## config.mk

```make
export PLATFORM = sky130hd
export DESIGN_NAME = irq_prio_ctrl
export DESIGN_NICKNAME = d
export VERILOG_FILES = /design/src/rtl/irqc_pkg.sv /design/src/rtl/irqc_pend.sv /design/src/rtl/irqc_pick.sv /design/src/rtl/irqc_svc.sv /design/src/rtl/irq_prio_ctrl.sv
export SDC_FILE = /design/constraint.sdc
export NUM_CORES = 1
export LEC_CHECK = 0
export BUFFER_PORTS_ARGS = -buffer_cell sky130_fd_sc_hd__buf_2
export CAP_MARGIN = 20
export CORE_ASPECT_RATIO = 1.25
export CORE_MARGIN = 3
export CORE_UTILIZATION = 25
export DETAILED_ROUTE_END_ITERATION = 16
export PLACE_DENSITY = 0.38
export SLEW_MARGIN = 20
export SYNTH_ARGS = -nofsm -noshare
export SYNTH_HDL_FRONTEND = slang
export SYNTH_HIERARCHICAL = 1
export SYNTH_SLANG_ARGS = --single-unit
```

## constraint.sdc

```tcl
create_clock -name clk -period 5.65 [get_ports clk]
set_input_delay 0.2825 -clock clk [delete_from_list [all_inputs] [get_ports clk]]
set_output_delay 0.2825 -clock clk [all_outputs]
set_load 0.03 [all_outputs]
```

## src/rtl/irqc_pkg.sv

```systemverilog
// Package irqc_pkg
// Shared level encodings for the priority interrupt controller.
// Assumes two-bit level codes per source and a four-entry in-service stack.
package irqc_pkg;
    // Level reported with the offered request
    typedef enum logic [1:0] {
        LV_LOW  = 2'd0,
        LV_MED  = 2'd1,
        LV_HIGH = 2'd2,
        LV_NMI  = 2'd3
    } irq_lvl_e;

    // Per-source level codes on the irq_lvl input
    localparam logic [1:0] SRC_OFF  = 2'd0;
    localparam logic [1:0] SRC_LOW  = 2'd1;
    localparam logic [1:0] SRC_MED  = 2'd2;
    localparam logic [1:0] SRC_HIGH = 2'd3;

    localparam int N_MASK_LVL = 3;
    localparam int N_SVC      = 4;
endpackage

```

## src/rtl/irqc_pend.sv

```systemverilog
// Module irqc_pend
// Holds one pending bit per source. A request sets the bit, and the
// clear mask from an accepted acknowledge removes it. The clear wins over a
// request in the same cycle, so a held line is recaptured one cycle later.
module irqc_pend #(
    parameter int N = 16
) (
    input  logic         clk,
    input  logic         rst_n,
    input  logic [N-1:0] req,
    input  logic [N-1:0] clr,
    output logic [N-1:0] pend_q
);
    // Capture requests and retire acknowledged sources
    always_ff @(posedge clk) begin
        if (!rst_n) pend_q <= '0;
        else        pend_q <= (pend_q | req) & ~clr;
    end
endmodule

```

## src/rtl/irqc_pick.sv

```systemverilog
// Module irqc_pick
// Finds the lowest-indexed set bit of cand. With rotate high, indices above
// last are searched first, and the search wraps to the bottom.
// Assumes N >= 2.
module irqc_pick #(
    parameter int N  = 16,
    parameter int IW = $clog2(N)
) (
    input  logic [N-1:0]  cand,
    input  logic          rotate,
    input  logic [IW-1:0] last,
    output logic          found,
    output logic [IW-1:0] idx
);
    logic [N-1:0]  upper;
    logic [IW-1:0] idx_all;
    logic [IW-1:0] idx_up;

    // Candidates strictly above the rotation point
    always_comb begin
        for (int i = 0; i < N; i++) begin
            upper[i] = rotate && cand[i] && (IW'(i) > last);
        end
    end

    // Lowest set index over all candidates and over the upper part
    always_comb begin
        idx_all = '0;
        idx_up  = '0;
        for (int i = N - 1; i >= 0; i--) begin
            if (cand[i])  idx_all = IW'(i);
            if (upper[i]) idx_up  = IW'(i);
        end
    end

    // Prefer the upper part when it has a candidate
    always_comb begin
        found = |cand;
        idx   = (|upper) ? idx_up : idx_all;
    end
endmodule

```

## src/rtl/irqc_svc.sv

```systemverilog
// Module irqc_svc
// In-service stack with one bit per level: bit 0 low, bit 1 medium, bit 2 high,
// bit 3 non-maskable. A return pops the highest set bit, and an acknowledge
// pushes its level. Both act on the value held before the edge.
module irqc_svc
    import irqc_pkg::*;
(
    input  logic             clk,
    input  logic             rst_n,
    input  logic             set_en,
    input  irq_lvl_e         set_lvl,
    input  logic             reti,
    output logic [N_SVC-1:0] svc_q
);
    logic [N_SVC-1:0] pop;
    logic [N_SVC-1:0] push;

    // Mask of the highest set in-service bit
    always_comb begin
        pop = '0;
        for (int k = 0; k < N_SVC; k++) begin
            if (svc_q[k]) pop = N_SVC'(1) << k;
        end
    end

    // Bit to set for an accepted acknowledge
    always_comb begin
        push = set_en ? (N_SVC'(1) << set_lvl) : '0;
    end

    // Update the in-service stack
    always_ff @(posedge clk) begin
        if (!rst_n) svc_q <= '0;
        else        svc_q <= (svc_q & ~(reti ? pop : '0)) | push;
    end
endmodule

```

## src/rtl/irq_prio_ctrl.sv

```systemverilog
// Module irq_prio_ctrl
// Three-level nested interrupt controller with a non-maskable input.
// Decodes per-source levels, picks one candidate per level, and offers the
// highest level that is enabled and above everything in service. It updates
// pending, in-service and rotation state on an accepted acknowledge.
// Assumes ack and reti are single-cycle pulses from the CPU side.
module irq_prio_ctrl
    import irqc_pkg::*;
#(
    parameter int N_SRC       = 16,
    parameter int VEC_W       = 8,
    parameter int SRC_PER_GRP = 4,
    parameter int PER_BASE    = 8,
    parameter int GRP_STRIDE  = 6,
    parameter int NMI_VEC     = 1
) (
    input  logic               clk,
    input  logic               rst_n,
    input  logic [N_SRC-1:0]   irq_req,
    input  logic [2*N_SRC-1:0] irq_lvl,
    input  logic [2:0]         lvl_en,
    input  logic               rr_en,
    input  logic               nmi_req,
    input  logic               ack,
    input  logic               reti,
    output logic               irq_valid,
    output logic [VEC_W-1:0]   irq_vec,
    output logic [1:0]         irq_lvl_o
);
    localparam int IW = $clog2(N_SRC);

    logic [N_SRC-1:0]      pend_q;
    logic [N_SRC-1:0]      clr_mask;
    logic [N_SVC-1:0]      svc_q;
    logic                  nmi_pend;
    logic                  nmi_req_q;
    logic [IW-1:0]         rr_ptr;
    logic [N_SRC-1:0]      cand      [N_MASK_LVL];
    logic                  lvl_found [N_MASK_LVL];
    logic [IW-1:0]         lvl_idx   [N_MASK_LVL];
    logic [N_MASK_LVL-1:0] elig;
    logic [VEC_W-1:0]      vec_tab   [N_SRC];
    logic                  win_nmi;
    irq_lvl_e              win_lvl;
    logic [IW-1:0]         win_idx;
    logic                  ack_fire;

    // Per-source level decode and vector table
    for (genvar i = 0; i < N_SRC; i++) begin : g_src
        localparam int VEC_I = PER_BASE + (i / SRC_PER_GRP) * GRP_STRIDE + (i % SRC_PER_GRP);
        assign vec_tab[i] = VEC_W'(VEC_I);
        for (genvar g = 0; g < N_MASK_LVL; g++) begin : g_lv
            assign cand[g][i] = pend_q[i] && (irq_lvl[2*i +: 2] == 2'(g + 1));
        end
    end

    // One picker per maskable level; only the low level may rotate
    for (genvar g = 0; g < N_MASK_LVL; g++) begin : g_lvl
        logic rot_g;
        assign rot_g = (g == 0) ? rr_en : 1'b0;
        irqc_pick #(.N(N_SRC), .IW(IW)) u_pick (
            .cand   (cand[g]),
            .rotate (rot_g),
            .last   (rr_ptr),
            .found  (lvl_found[g]),
            .idx    (lvl_idx[g])
        );
        assign elig[g] = lvl_found[g] && lvl_en[g] && !(|svc_q[N_SVC-1:g]);
    end

    // Choose the offered request: non-maskable first, then high to low
    always_comb begin
        win_nmi   = 1'b0;
        win_lvl   = LV_LOW;
        win_idx   = '0;
        irq_valid = 1'b0;
        if (nmi_pend && !svc_q[LV_NMI]) begin
            win_nmi   = 1'b1;
            win_lvl   = LV_NMI;
            irq_valid = 1'b1;
        end else begin
            for (int g = N_MASK_LVL - 1; g >= 0; g--) begin
                if (!irq_valid && elig[g]) begin
                    irq_valid = 1'b1;
                    win_lvl   = irq_lvl_e'(g);
                    win_idx   = lvl_idx[g];
                end
            end
        end
    end

    // Drive vector and level outputs
    always_comb begin
        irq_vec   = win_nmi ? VEC_W'(NMI_VEC) : vec_tab[win_idx];
        irq_lvl_o = win_lvl;
        ack_fire  = ack && irq_valid;
        clr_mask  = (ack_fire && !win_nmi) ? (N_SRC'(1) << win_idx) : '0;
    end

    irqc_pend #(.N(N_SRC)) u_pend (
        .clk    (clk),
        .rst_n  (rst_n),
        .req    (irq_req),
        .clr    (clr_mask),
        .pend_q (pend_q)
    );

    irqc_svc u_svc (
        .clk     (clk),
        .rst_n   (rst_n),
        .set_en  (ack_fire),
        .set_lvl (win_lvl),
        .reti    (reti),
        .svc_q   (svc_q)
    );

    // Non-maskable edge capture; a new edge wins over its own acknowledge
    always_ff @(posedge clk) begin
        if (!rst_n) begin
            nmi_req_q <= 1'b0;
            nmi_pend  <= 1'b0;
        end else begin
            nmi_req_q <= nmi_req;
            nmi_pend  <= (nmi_pend && !(ack_fire && win_nmi)) || (nmi_req && !nmi_req_q);
        end
    end

    // Rotation point follows the last acknowledged low source
    always_ff @(posedge clk) begin
        if (!rst_n)                                 rr_ptr <= IW'(N_SRC - 1);
        else if (ack_fire && win_lvl == LV_LOW)     rr_ptr <= win_idx;
    end
endmodule

```

[Word-level counts from Yosys, hierarchy flattened]
Memories as Yosys holds them, arrays and structs flattened.
Cells that the tools add are included.
Operators by class
  $lt $le $gt $ge: 17
  equal/unequal tests: 48
  shift-type cells: 2
  multiplexer cells: 90
  bitwise gates (word level): 7
  reductions and logical operators: 113
Operator list (number)
  4-bit 2-to-1 mux: 72
  1-bit logical AND: 95
  2-bit == test, second input constant: 32
  16-bit OR reduction: 4
  2-bit by 1-bit == test with 1-bit output, second input constant: 16
  4-bit greater-than comparator, first input constant: 8
  8-bit 2-to-1 mux: 3
  16-bit bitwise AND: 1
  3-bit by 4-bit greater-than comparator with 1-bit output, first input constant: 4
  16-bit 2-to-1 mux: 1
  16-bit inverter: 1
  16-bit bitwise OR: 1
  1-bit by 4-bit left shift with 16-bit output, first input constant: 1
  2-bit 2-to-1 mux: 5
  1-bit logical NOT: 9
  1-bit by 4-bit greater-than comparator with 1-bit output, first input constant: 2
  2-bit by 4-bit greater-than comparator with 1-bit output, first input constant: 2
  1-bit 2-to-1 mux: 8
  5-bit >= comparator, second input constant: 1
  4-bit inverter with 5-bit output: 1
  4-bit bitwise AND: 1
  4-bit inverter: 1
  4-bit bitwise OR: 1
  4-bit OR reduction: 1
  6 further kinds: 6
Storage, ports and cells
  register bits after elaboration: 26
  memory bits (read-only): 128
  bits of input ports: 57
  output and inout port bits: 11
  logic and storage cells: 283
  memories: 1
Memories
  (no name shown): depth 16, width 8, read ports 1, clocked after Yosys merged registers in 0, wr ports 0, RTL line irq_prio_ctrl.sv:94  | irq_vec = win_nmi ? VEC_W'(NMI_VEC) : vec_tab[win_idx];

[Longest topological paths before layout]
Gate-level depths: netlist of run 1.
  word-level depth: 28
  mapped depth: 14
  depth with buffers taken out: 14

[By module]
Netlist of run 1, hierarchy kept.
By module, submodules not included
  irqc_pick: instances 3, cells an instance 103, area an instance 621.8 um^2, seq. area each 0.0 um^2
  irq_prio_ctrl: instances 1, cells an instance 173, area an instance 1121.1 um^2, seq. area each 120.1 um^2
  irqc_pend: instances 1, cells an instance 49, area an instance 591.8 um^2, seq. area each 320.3 um^2
  irqc_svc: instances 1, cells an instance 18, area an instance 178.9 um^2, seq. area each 80.1 um^2

[Worst setup path after synthesis of run 1]
Ideal clock, no wire load.
  kind: register to output
  from: register u_pend.pend_q[7]
  to: output port irq_vec[3]
  arrival: 2.908 ns
  required time: 5.368 ns
  slack: 2.460 ns
  stages on the path, launching flop included: 13
  buffers on the path: 0
  cells stage by stage: dfxtp_1 -> and3_1 -> or4_1 -> a21oi_1 -> o211ai_1 -> a31oi_1 -> nor2_1 -> inv_1 -> a21oi_1 -> o2bb2ai_2 -> inv_2 -> ha_1 -> o31ai_1
RTL lines
  start: declaration: RTL line irqc_pend.sv:12  | output logic [N-1:0] pend_q
  start signal: assignment: RTL line irqc_pend.sv:17  | else pend_q <= (pend_q | req) & ~clr;
  end: declaration: RTL line irq_prio_ctrl.sv:27  | output logic [VEC_W-1:0] irq_vec,

==> flow_summary.json, run 1 <==
{
  "status": "finished, final reports clean",
  "crit_chain": "and3_1 -> nor2_1 -> nand2_1 -> o21ai_0 -> a21oi_1 -> or2_0 -> a31oi_1 -> a32oi_1 -> a221oi_4 -> ha_1 -> nor2_1 -> buf_2",
  "cp_slowest_cell": "a221oi_4",
  "timing.rr.start": "u_pend/pend_q[9]",
  "diodes": 0,
  "cp.buffers_inverters": 1,
  "hold_viol_final": 0,
  "postCtsSetupBuffers": 0,
  "cp_data_arrival_time_ns": 3.61,
  "syn_avg_cell_area_um2": 6.844,
  "cts_hold_buf": 0,
  "core_um2": 14530,
  "powerDensity_nw_per_um2": 188.9,
  "grtUsageMet1_pct": 25.42,
  "synth_cell_type_count": 60,
  "dp_hpwl_mm": 12.31,
  "post_cts_resize_count": 0,
  "maxCapViolCount": 0,
  "die_w_um": 115.7,
  "fin_tns_setup_ns": 0,
  "grt_usage_pct": 17.95,
  "drt_iter0_drc": 378,
  "nets": 669,
  "antenna_left": 0,
  "reg2reg_depth": 12,
  "portBuffers": 64,
  "yosys_warnings": 6,
  "rsz0062_at_grt": "no",
  "fin_crit_sh_pct": 68.90,
  "vias": 4282,
  "wire_per_inst_um": 19.22,
  "p_leak_nw": 1.904,
  "register_area_um2": 520.5,
  "io_pins": 68,
  "timing.slew.headroom_pct": 57.09,
  "startpoint_type": "flop",
  "first_global_vias": 4027,
  "first_pass_iters": 5,
  "critical_path.max_fanout": 12,
  "cpMostUsedCell": "nor2_1",
  "dieArea_um2": 16550,
  "drive_above_1_share_pct": 18.62,
  "path_depth": 12,
  "antenna_found_initial": 0,
  "max_freq_mhz": 256.9,
  "route.detailed.drc": 0,
  "fillers": 1608,
  "timing.rr.end": "u_pend/pend_q[12]",
  "grt-busiest-layer": "met2",
  "cts_tree": "done",
  "numCtsBuffers": 3,
  "synth_seq_cells": 26,
  "fin_crit_ns": 3.893,
  "required_ns": 5.37,
  "slew_violations": 0,
  "cp-endpoint": "irq_vec[1]",
  "r2r_setup_slack_ns": 2.13,
  "die_y_um": 143.1,
  "syn_to_final_growth_pct": 13.75,
  "clkSlewWorstSetupHoldPaths_ns": 0.07,
  "met3_usage_pct": 2.120,
  "setup_viol": 0,
  "hold_class": "in2reg",
  "cts_max_level": 1,
  "finClkSkew_ns": 0.003993,
  "ctsLongestPathBuffers": 2,
  "tightest_slew_ns": 0.6437,
  "floorplan.initialDensity_pct": 25.86,
  "endpoint_kind": "output pin",
  "syn_area_um2": 3757,
  "dp.cells": 782,
  "ctsRootBufferMaster": "clkbuf_16",
  "place_congestion": 0.8386,
  "rows": 49,
  "grt_pass1_wl_mm": 23.00,
  "slowest_delay_ns": 0.63,
  "wl_mm": 15.09,
  "fin_cells": 785,
  "peakVddDrop_v": 0.0001394,
  "cts_sinks": 26,
  "cp-startpoint": "u_pend/pend_q[9]",
  "multi_input_area_um2": 3049,
  "grt_max_degree": 30,
  "crit_type": "reg2out",
  "viasPerCell": 5.455,
  "critPathTopFamily": "compound AO/OA/AOI/OAI gates",
  "overflow": 0,
  "syn_inst": 549,
  "use_met2_pct": 28.84,
  "insertion_delay_ns": 0.27,
  "synth-seq-area-share_pct": 13.85
}
-- state kept, by name, indices dropped and copies added, names as in the netlist --
| name | flops |
|---|---|
| nmi_pend | 1 |
| nmi_req_q | 1 |
| rr_ptr | 4 |
| u_pend/pend_q | 16 |
| u_svc/svc_q | 4 |
-- where the power goes --
| group | internal, mW | leakage (nW) | total, mW | switching, mW |
|---|---|---|---|---|
| sequential | 0.199 | 0.216 | 0.223 | 0.0246 |
| clock | 0.0942 | 0.0370 | 0.166 | 0.0714 |
| combinational | 0.148 | 1.65 | 0.418 | 0.270 |
| total | 0.441 | 1.90 | 0.807 | 0.366 |
-- cells in the mapped netlist, drive strengths merged --
cell type / instances / share of area, %
and3b: 14 / 3.3
a2bb2oi: 2 / 0.63
and3: 24 / 4.0
a32oi: 4 / 1.5
nand2: 71 / 7.5
o221ai: 3 / 1.2
mux2i: 8 / 2.1
and2: 18 / 3.0
o21ai: 34 / 4.5
o311ai: 1 / 0.43
or3b: 3 / 0.70
nand2b: 7 / 1.4
conb: 1 / 0.10
nand4: 7 / 1.2
nor2b: 17 / 2.8
a32o: 3 / 0.80
o211ai: 13 / 2.6
nand4b: 1 / 0.23
clkbuf: 2 / 0.20
and4bb: 1 / 0.43
or4: 3 / 0.60
a22oi: 3 / 0.60
nor3: 20 / 2.8
nand3: 40 / 6.1
o2111ai: 3 / 0.70
o21bai: 1 / 0.20
ha: 3 / 1.0
a21boi: 3 / 0.60
nand3b: 7 / 1.4
o2bb2ai: 1 / 0.40
a21oi: 27 / 3.7
nor4: 9 / 1.5
a31oi: 10 / 1.7
or4b: 3 / 0.80
nand4bb: 1 / 0.30
dfxtp: 26 / 14
o41ai: 3 / 0.70
nor2: 72 / 7.2
o31ai: 13 / 2.6
buf: 21 / 4.3
inv: 15 / 1.5
a221oi: 1 / 0.70
or2: 8 / 1.3
a2111o: 3 / 0.90
nor3b: 19 / 5.9
-- area by class of cell --
type / instances / area share, %
multi-input cells: 495 / 71.34
flip-flops and latches: 26 / 12.18
repair buffers: 68 / 8.197
well taps: 178 / 5.211
clock buffers: 3 / 1.756
inverters: 15 / 1.317
-- routing by layer --
metal / vias to the layer above / part of all wire, %
met3: 18 / 5.1
met5: - / 0
met1: 1992 / 47
met2: 133 / 45
li1: 2139 / -
met4: 0 / 2.6
-- how the worst min path moves through the flow --
stage,slack (ns),depth (start not counted),startpoint,to
4_1_cts,0.23,2,nmi_req,nmi_req_q
5_1_grt,0.25,2,nmi_req,nmi_req_q
3_5_place_dp,0.47,2,u_svc/svc_q[0],u_svc/svc_q[0]
2_1_floorplan,0.34,1,rst_n,rr_ptr[0]
6_report,0.23,2,nmi_req,nmi_req_q
3_3_place_gp,0.47,2,u_svc/svc_q[0],u_svc/svc_q[0]
-- stage by stage --
stage / instance area [um^2] / power [mW] / util [%] / worst slack, ns / hold WS, ns
6_report: 4274 / 0.8074 / 29.42 / 1.757 / 0.2321
5_1_grt: 4274 / 0.8647 / 29.42 / 1.487 / 0.2490
4_1_cts: 4274 / 0.8123 / 29.42 / 1.729 / 0.2306
3_5_place_dp: 4199 / 0.6414 / 28.90 / 2.038 / 0.4677
3_3_place_gp: 4199 / 0.6446 / 28.90 / 2.004 / 0.4657
2_1_floorplan: 3795 / 0.5223 / - / 2.460 / 0.3444
-- cell usage in the layout, fill, tap and decap left out, drive strengths merged, types with 19 or more instances in the layout --
cell and instances:
nor3 20, nor2 72, dfxtp 26, o21ai 34, buf 68, nand3 40, nand2 71, a21oi 27
and3 24, nor3b 19
-- cells by family after synthesis --
group	synth area share (%)
AOI/OAI and AO/OA	24.48
muxes	2.131
buffers and inverters	5.994
DFF	13.85
other	0.09980
and+or+nand+nor	52.45
adders and majority gates	0.9991
-- worst register-to-register path, cell delays in order, from the launching register on --
cell and delay, ns:
dfxtp_1 0.37, and3_1 0.29, nor2_1 0.26, nand2_1 0.07
o21ai_0 0.20, a21oi_1 0.09, or2_0 0.22, a31oi_1 0.39
a32oi_1 0.18, a221oi_4 0.63, nand2_4 0.13, nor3_1 0.47
nor3b_2 0.10
Note: power is estimated with default switching activity, not from simulation.
==> inputs of run 2 (changes only) <==
- ABC_AREA: default -> 1
- PLACE_DENSITY: 0.38 -> 0.4
- clock period: 5.65 -> 3.2 ns (I/O delays scaled with it)
==> flow_summary.json, run 2 <==
{
  "cts_max_level": 1,
  "cts_sinks": 26,
  "finClkSkew_ns": 0.005933,
  "slew_violations": 0,
  "hold_path_end": "nmi_req_q",
  "dp_hpwl_mm": 12.69,
  "p_comb_share_pct": 53.7,
  "syn_to_final_growth_pct": 27.56,
  "largest_register_ffs": 16,
  "nets": 861,
  "numCtsBuffers": 3,
  "synth_simple_gate_area_share_pct": 53.65,
  "maxCapViolCount": 0,
  "grt_usage_pct": 17.68,
  "fillers": 1686,
  "cts_tree": "done",
  "wl_mm": 14.64,
  "antenna_found_initial": 0,
  "status": "finished, final reports clean",
  "grtUsageMet1_pct": 22.90,
  "viasPerCell": 4.690,
  "timing.slew.headroom_pct": 61.87,
  "synth.area.top_cells": "nand2_1, inv_1, dfxtp_1",
  "final_common_cell": "nand2_1",
  "intPower_mw": 0.8995,
  "syn_inst": 710,
  "place_congestion": 0.8924,
  "startpoint_type": "flop",
  "synthTopCellsByCount": "nand2_1, inv_1, nor2_1, nand3_1, nor3_1",
  "top_regs": "u_pend/pend_q: 16 flops, rr_ptr: 4 flops, u_svc/svc_q: 4 flops",
  "synth.largest_area_cell": "nand2_1",
  "synthMuxAreaShare_pct": 0,
  "setup_viol": 0,
  "grt-busiest-layer": "met2",
  "clkSlewWorstSetupHoldPaths_ns": 0.07,
  "route.detailed.drc": 0,
  "wire_per_inst_um": 14.97,
  "crit_type": "reg2out",
  "async_reset_ff_share_pct": 0,
  "synth-seq-area-share_pct": 13.81,
  "synth_edf_count": 0,
  "synth_cell_type_count": 37,
  "vias": 4587,
  "p_clk_share_pct": 22.9,
  "io_pins": 68,
  "layout_common_cells": "nand2_1, inv_1, nor2_1",
  "synthFlopType": "dfxtp_1",
  "overflow": 0,
  "first_pass_iters": 5,
  "grt_pass1_wl_mm": 22.98,
  "floorplan.initialDensity_pct": 25.83,
  "fin_tns_setup_ns": 0,
  "portBuffers": 64,
  "netSwitchingFraction_pct": 44.86,
  "hold_class": "in2reg",
  "fin_crit_ns": 3.001,
  "top_register": "u_pend/pend_q",
  "crit_chain": "inv_1 -> nor3_1 -> buf_4 -> nor4_4 -> buf_4 -> inv_1 -> nor2_1 -> nand2_2 -> nand3_4 -> buf_4 -> nand2_4 -> nor2_4 -> nor2_2 -> nor2_4 -> ha_2 -> nand2_1 -> nand2_1 -> nor2_1 -> clkbuf_4",
  "hold_viol_final": 0,
  "ctsLongestPathBuffers": 2,
  "drt_iter0_drc": 278,
  "cpMostUsedCell": "buf_4",
  "insertion_delay_ns": 0.27,
  "ctsRootBufferMaster": "clkbuf_16",
  "core_um2": 14590,
  "synth_seq_cells": 26,
  "r2r_setup_slack_ns": 0.48,
  "required_ns": 3.04,
  "peakVddDrop_v": 0.0005206,
  "reg2reg_depth": 27,
  "use_met2_pct": 30.74,
  "grt_max_degree": 24,
  "worstHoldStart": "nmi_req",
  "dieArea_um2": 16590,
  "first_global_vias": 4564,
  "tightest_slew_ns": 0.5667,
  "timing.rr.start": "u_pend/pend_q[15]",
  "synth.most_common_cell": "nand2_1",
  "switching_power_mw": 0.7317,
  "endpoint_kind": "output pin",
  "yosys.area_share.adder_pct": 0.9960,
  "critical_path.max_fanout": 7,
  "syn_area_um2": 3769,
  "synth-compound-area-share_pct": 12.38,
  "diodes": 0,
  "fin_crit_sh_pct": 93.78,
  "max_freq_mhz": 333.2,
  "yosysTopAreaCellShare_pct": 19.62,
  "p_leak_nw": 2.723,
  "timing.rr.end": "u_pend/pend_q[13]",
  "cts_hold_buf": 0,
  "cp_slowest_cell": "dfxtp_1",
  "yosys_warnings": 6,
  "syn_avg_cell_area_um2": 5.308,
  "slowest_delay_ns": 0.32,
  "cp_data_arrival_time_ns": 2.84,
  "met3_usage_pct": 1.145,
  "dpl_cell_area_um2": 4397,
  "rows": 49,
  "die_y_um": 143.3,
  "min_delay_path_depth": 3,
  "synth-xor-area-share_pct": 0,
  "final_area_um2": 4807,
  "drive_above_1_share_pct": 24.50,
  "pwr-share-seq_pct": 23.4,
  "die_w_um": 115.8,
  "synth_top_family_by_area": "simple AND/OR/NAND/NOR gates",
  "antenna_left": 0,
  "powerDensity_nw_per_um2": 339.3
}
run 2: changes by cell type in the layout (fill, tap and decap cells not counted), sizes merged, moves of 16 or more:
cell   change
nand2    +137
buf       +23
o21ai     -17
nor2b     -16
nor2      +30
inv      +145
nor3      +31
and2      -18
nand3     +27
and3      -24
nor3b     -19
run 2: worst max-delay path: cells and delay by family, from the launching register on:
kind | cells | cell delay [ns]
buffers and inverters | 6 | 0.78
DFF | 1 | 0.32
and+or+nand+nor | 12 | 1.26
adders and majority gates | 1 | 0.20
run 2: final cells by class:
type	instances	area (um^2)	area share (%)
clock inverter	1	30.03	0.6247
sequential	26	535.5	11.14
multi-input combinational	517	2776	57.76
tap	178	222.7	4.633
clock buffer	3	75.07	1.562
inverter	160	600.6	12.49
timing repair buffer	93	566.8	11.79
run 2: layer usage:
metal	wire length, um	vias to the layer above
met5	0	-
met4	466	0
met3	473	22
met2	7075	101
met1	6623	2068
li1	-	2396
run 2: how the worst max path moves through the flow:
stage,endpoint,slack [ns],startpoint,cells past startpoint
floorplan,irq_vec[2],0.16,rr_ptr[2],12
global placement,irq_vec[1],0.15,rr_ptr[1],16
detailed placement,irq_vec[1],0.15,rr_ptr[1],16
CTS,irq_vec[1],0.003,u_pend/pend_q[14],16
global route,irq_vec[3],-0.03,u_pend/pend_q[11],19
finish,irq_vec[3],0.20,u_pend/pend_q[11],19
run 2: what timing repair did:
item	in CTS	in global routing
resized for setup	9	61
buffers inserted	0	4
setup endpoints to repair	4	11
hold endpoints to repair	0	0
pin swaps	0	4
run 2: power by group through the flow:
| stage | sequential [mW] | clock [mW] | combinational (mW) |
|---|---|---|---|
| final | 0.381 | 0.374 | 0.876 |
| after global routing | 0.385 | 0.398 | 0.976 |
| after CTS | 0.382 | 0.392 | 0.820 |
| after detailed placement | 0.389 | 0 | 0.812 |
| after global placement | 0.387 | 0 | 0.812 |
| after floorplan | 0.381 | 0 | 0.573 |
run 2: per-stage QoR:
stage	worst slack (ns)	hold slack (ns)	std cells	power [mW]	util [%]
after floorplan	0.1566	0.2441	714	0.9539	-
after global placement	0.1542	0.3684	970	1.199	30.13
after detailed placement	0.1475	0.3720	970	1.201	30.13
after CTS	0.003022	0.08938	974	1.594	31.11
after global routing	-0.02672	0.1168	978	1.758	32.94
final	0.1991	0.09003	978	1.631	32.94
run 2: cells by family after synthesis:
family	after synthesis
AOI/OAI and AO/OA	66
adders and majority gates	3
buffers and inverters	171
DFF	26
other	1
and+or+nand+nor	443
==> inputs of run 3 (changes only) <==
- RECOVER_POWER: default -> 50
==> flow_summary.json, run 3 (synthesis gave the netlist of run 2 again) <==
{
  "status": "finished, final reports clean",
  "fin_cells": 978,
  "grt-busiest-layer": "met2",
  "fin_crit_sh_pct": 93.78,
  "grtUsageMet1_pct": 22.90,
  "final_area_um2": 4803,
  "ctsLongestPathBuffers": 2,
  "dp.cells": 970,
  "startpoint_type": "flop",
  "insertion_delay_ns": 0.27,
  "grt_pass1_wl_mm": 22.98,
  "numCtsBuffers": 3,
  "wire_per_inst_um": 14.97,
  "cts_sinks": 26,
  "met3_usage_pct": 1.145,
  "floorplan.initialDensity_pct": 25.83,
  "diodes": 0,
  "drt_iter0_drc": 280,
  "p_comb_share_pct": 53.7,
  "p_clk_share_pct": 23.0,
  "intPower_mw": 0.8982,
  "register_area_um2": 535.5,
  "switching_power_mw": 0.7321,
  "p_leak_nw": 2.714,
  "dp_hpwl_mm": 12.69,
  "syn_to_final_growth_pct": 27.46,
  "max_freq_mhz": 333.2,
  "route.detailed.drc": 0,
  "first_pass_iters": 5,
  "place_congestion": 0.8924,
  "critical_path.max_fanout": 7,
  "die_w_um": 115.8,
  "setup_viol": 0,
  "fin_hold_ws_ns": 0.08997,
  "worst_slack_ns": 0.1990,
  "viasPerCell": 4.691,
  "cts_tree": "done",
  "maxCapViolCount": 0,
  "top_regs": "u_pend/pend_q: 16 flops, rr_ptr: 4 flops, u_svc/svc_q: 4 flops",
  "vias": 4588,
  "wl_mm": 14.64,
  "final_common_cell": "nand2_1",
  "dieArea_um2": 16590,
  "nets": 861,
  "core_um2": 14590,
  "cp_data_arrival_time_ns": 2.84,
  "layout_common_cells": "nand2_1, inv_1, nor2_1",
  "cts_hold_buf": 0,
  "io_pins": 68,
  "top_register": "u_pend/pend_q",
  "largest_register_ffs": 16,
  "peakVddDrop_v": 0.0005208,
  "netSwitchingFraction_pct": 44.90,
  "drive_above_1_share_pct": 24.13,
  "required_ns": 3.04,
  "overflow": 0,
  "fin_crit_ns": 3.001,
  "grt_usage_pct": 17.68,
  "use_met2_pct": 30.74,
  "powerDensity_nw_per_um2": 339.4,
  "antenna_found_initial": 0,
  "multi_input_area_um2": 2776,
  "cts_max_level": 1,
  "dpl_cell_area_um2": 4397,
  "portBuffers": 64,
  "slew_violations": 0,
  "antenna_left": 0,
  "ctsRootBufferMaster": "clkbuf_16",
  "grt_max_degree": 24,
  "finClkSkew_ns": 0.006025,
  "hold_viol_final": 0,
  "rows": 49,
  "crit_type": "reg2out",
  "pwr-share-seq_pct": 23.4,
  "tightest_slew_ns": 1.055,
  "dp_slack_ns": 0.1475,
  "first_global_vias": 4564,
  "clkSlewWorstSetupHoldPaths_ns": 0.07,
  "hold_class": "in2reg",
  "endpoint_kind": "output pin",
  "timing.slew.headroom_pct": 29.68,
  "die_y_um": 143.3,
  "fillers": 1688,
  "p_total_mw": 1.630
}
## run 3: path summary, 6_finish.rpt
| kind | startpoint | slack, ns | cells past startpoint | to |
|---|---|---|---|---|
| worst max register to register | u_pend/pend_q[15] | 0.47 | 27 | u_pend/pend_q[13] |
| worst min-delay path | nmi_req | 0.09 | 3 | nmi_req_q |
| worst min register to register | nmi_req_q | 0.43 | 1 | nmi_pend |
| worst max-delay path | u_pend/pend_q[11] | 0.20 | 19 | irq_vec[3] |
## run 3: area by class of cell
| type | count | share of cell area (%) |
|---|---|---|
| clock buffers | 3 | 1.563 |
| clock inverters | 1 | 0.6252 |
| inverters | 160 | 12.50 |
| multi-input cells | 517 | 57.80 |
| flip-flops and latches | 26 | 11.15 |
| well taps | 178 | 4.637 |
| repair buffers | 93 | 11.72 |
## run 3: worst max-delay path: stages (launching register included)
cell and delay, ns:
dfxtp_1 0.32, inv_1 0.08, nor3_1 0.05, buf_4 0.15, nor4_4 0.30, buf_4 0.17, inv_1 0.03, nor2_1 0.14
nand2_2 0.10, nand3_4 0.14, buf_4 0.16, nand2_4 0.06, nor2_4 0.11, nor2_2 0.06, nor2_4 0.14, ha_2 0.20
nand2_1 0.05, nand2_1 0.07, nor2_1 0.04, clkbuf_4 0.19
## run 3: timing repair
item,CTS,global route
cloned,0,0
buffers inserted,0,4
endpoints found under the setup margin,4,11
pin swaps,0,4
gates resized for setup,9,61
## run 3: per-stage QoR
step                utilization [%]  TNS (ns)
floorplan                         -         0
global placement              30.13         0
detailed placement            30.13         0
CTS                           31.11         0
global route                  32.92  -0.02672
finish                        32.92         0
## run 3: power by group through the flow
stage | logic, mW | clock network (mW) | registers (mW)
detailed placement | 0.812 | 0 | 0.389
finish | 0.875 | 0.374 | 0.381
global placement | 0.812 | 0 | 0.387
CTS | 0.820 | 0.392 | 0.382
floorplan | 0.573 | 0 | 0.381
global route | 0.975 | 0.398 | 0.385
## run 3: routing by layer
layer | up-vias | wire (um)
met4 | 0 | 466
met3 | 22 | 474
li1 | 2396 | -
met1 | 2069 | 6622
met2 | 101 | 7073
met5 | - | 0
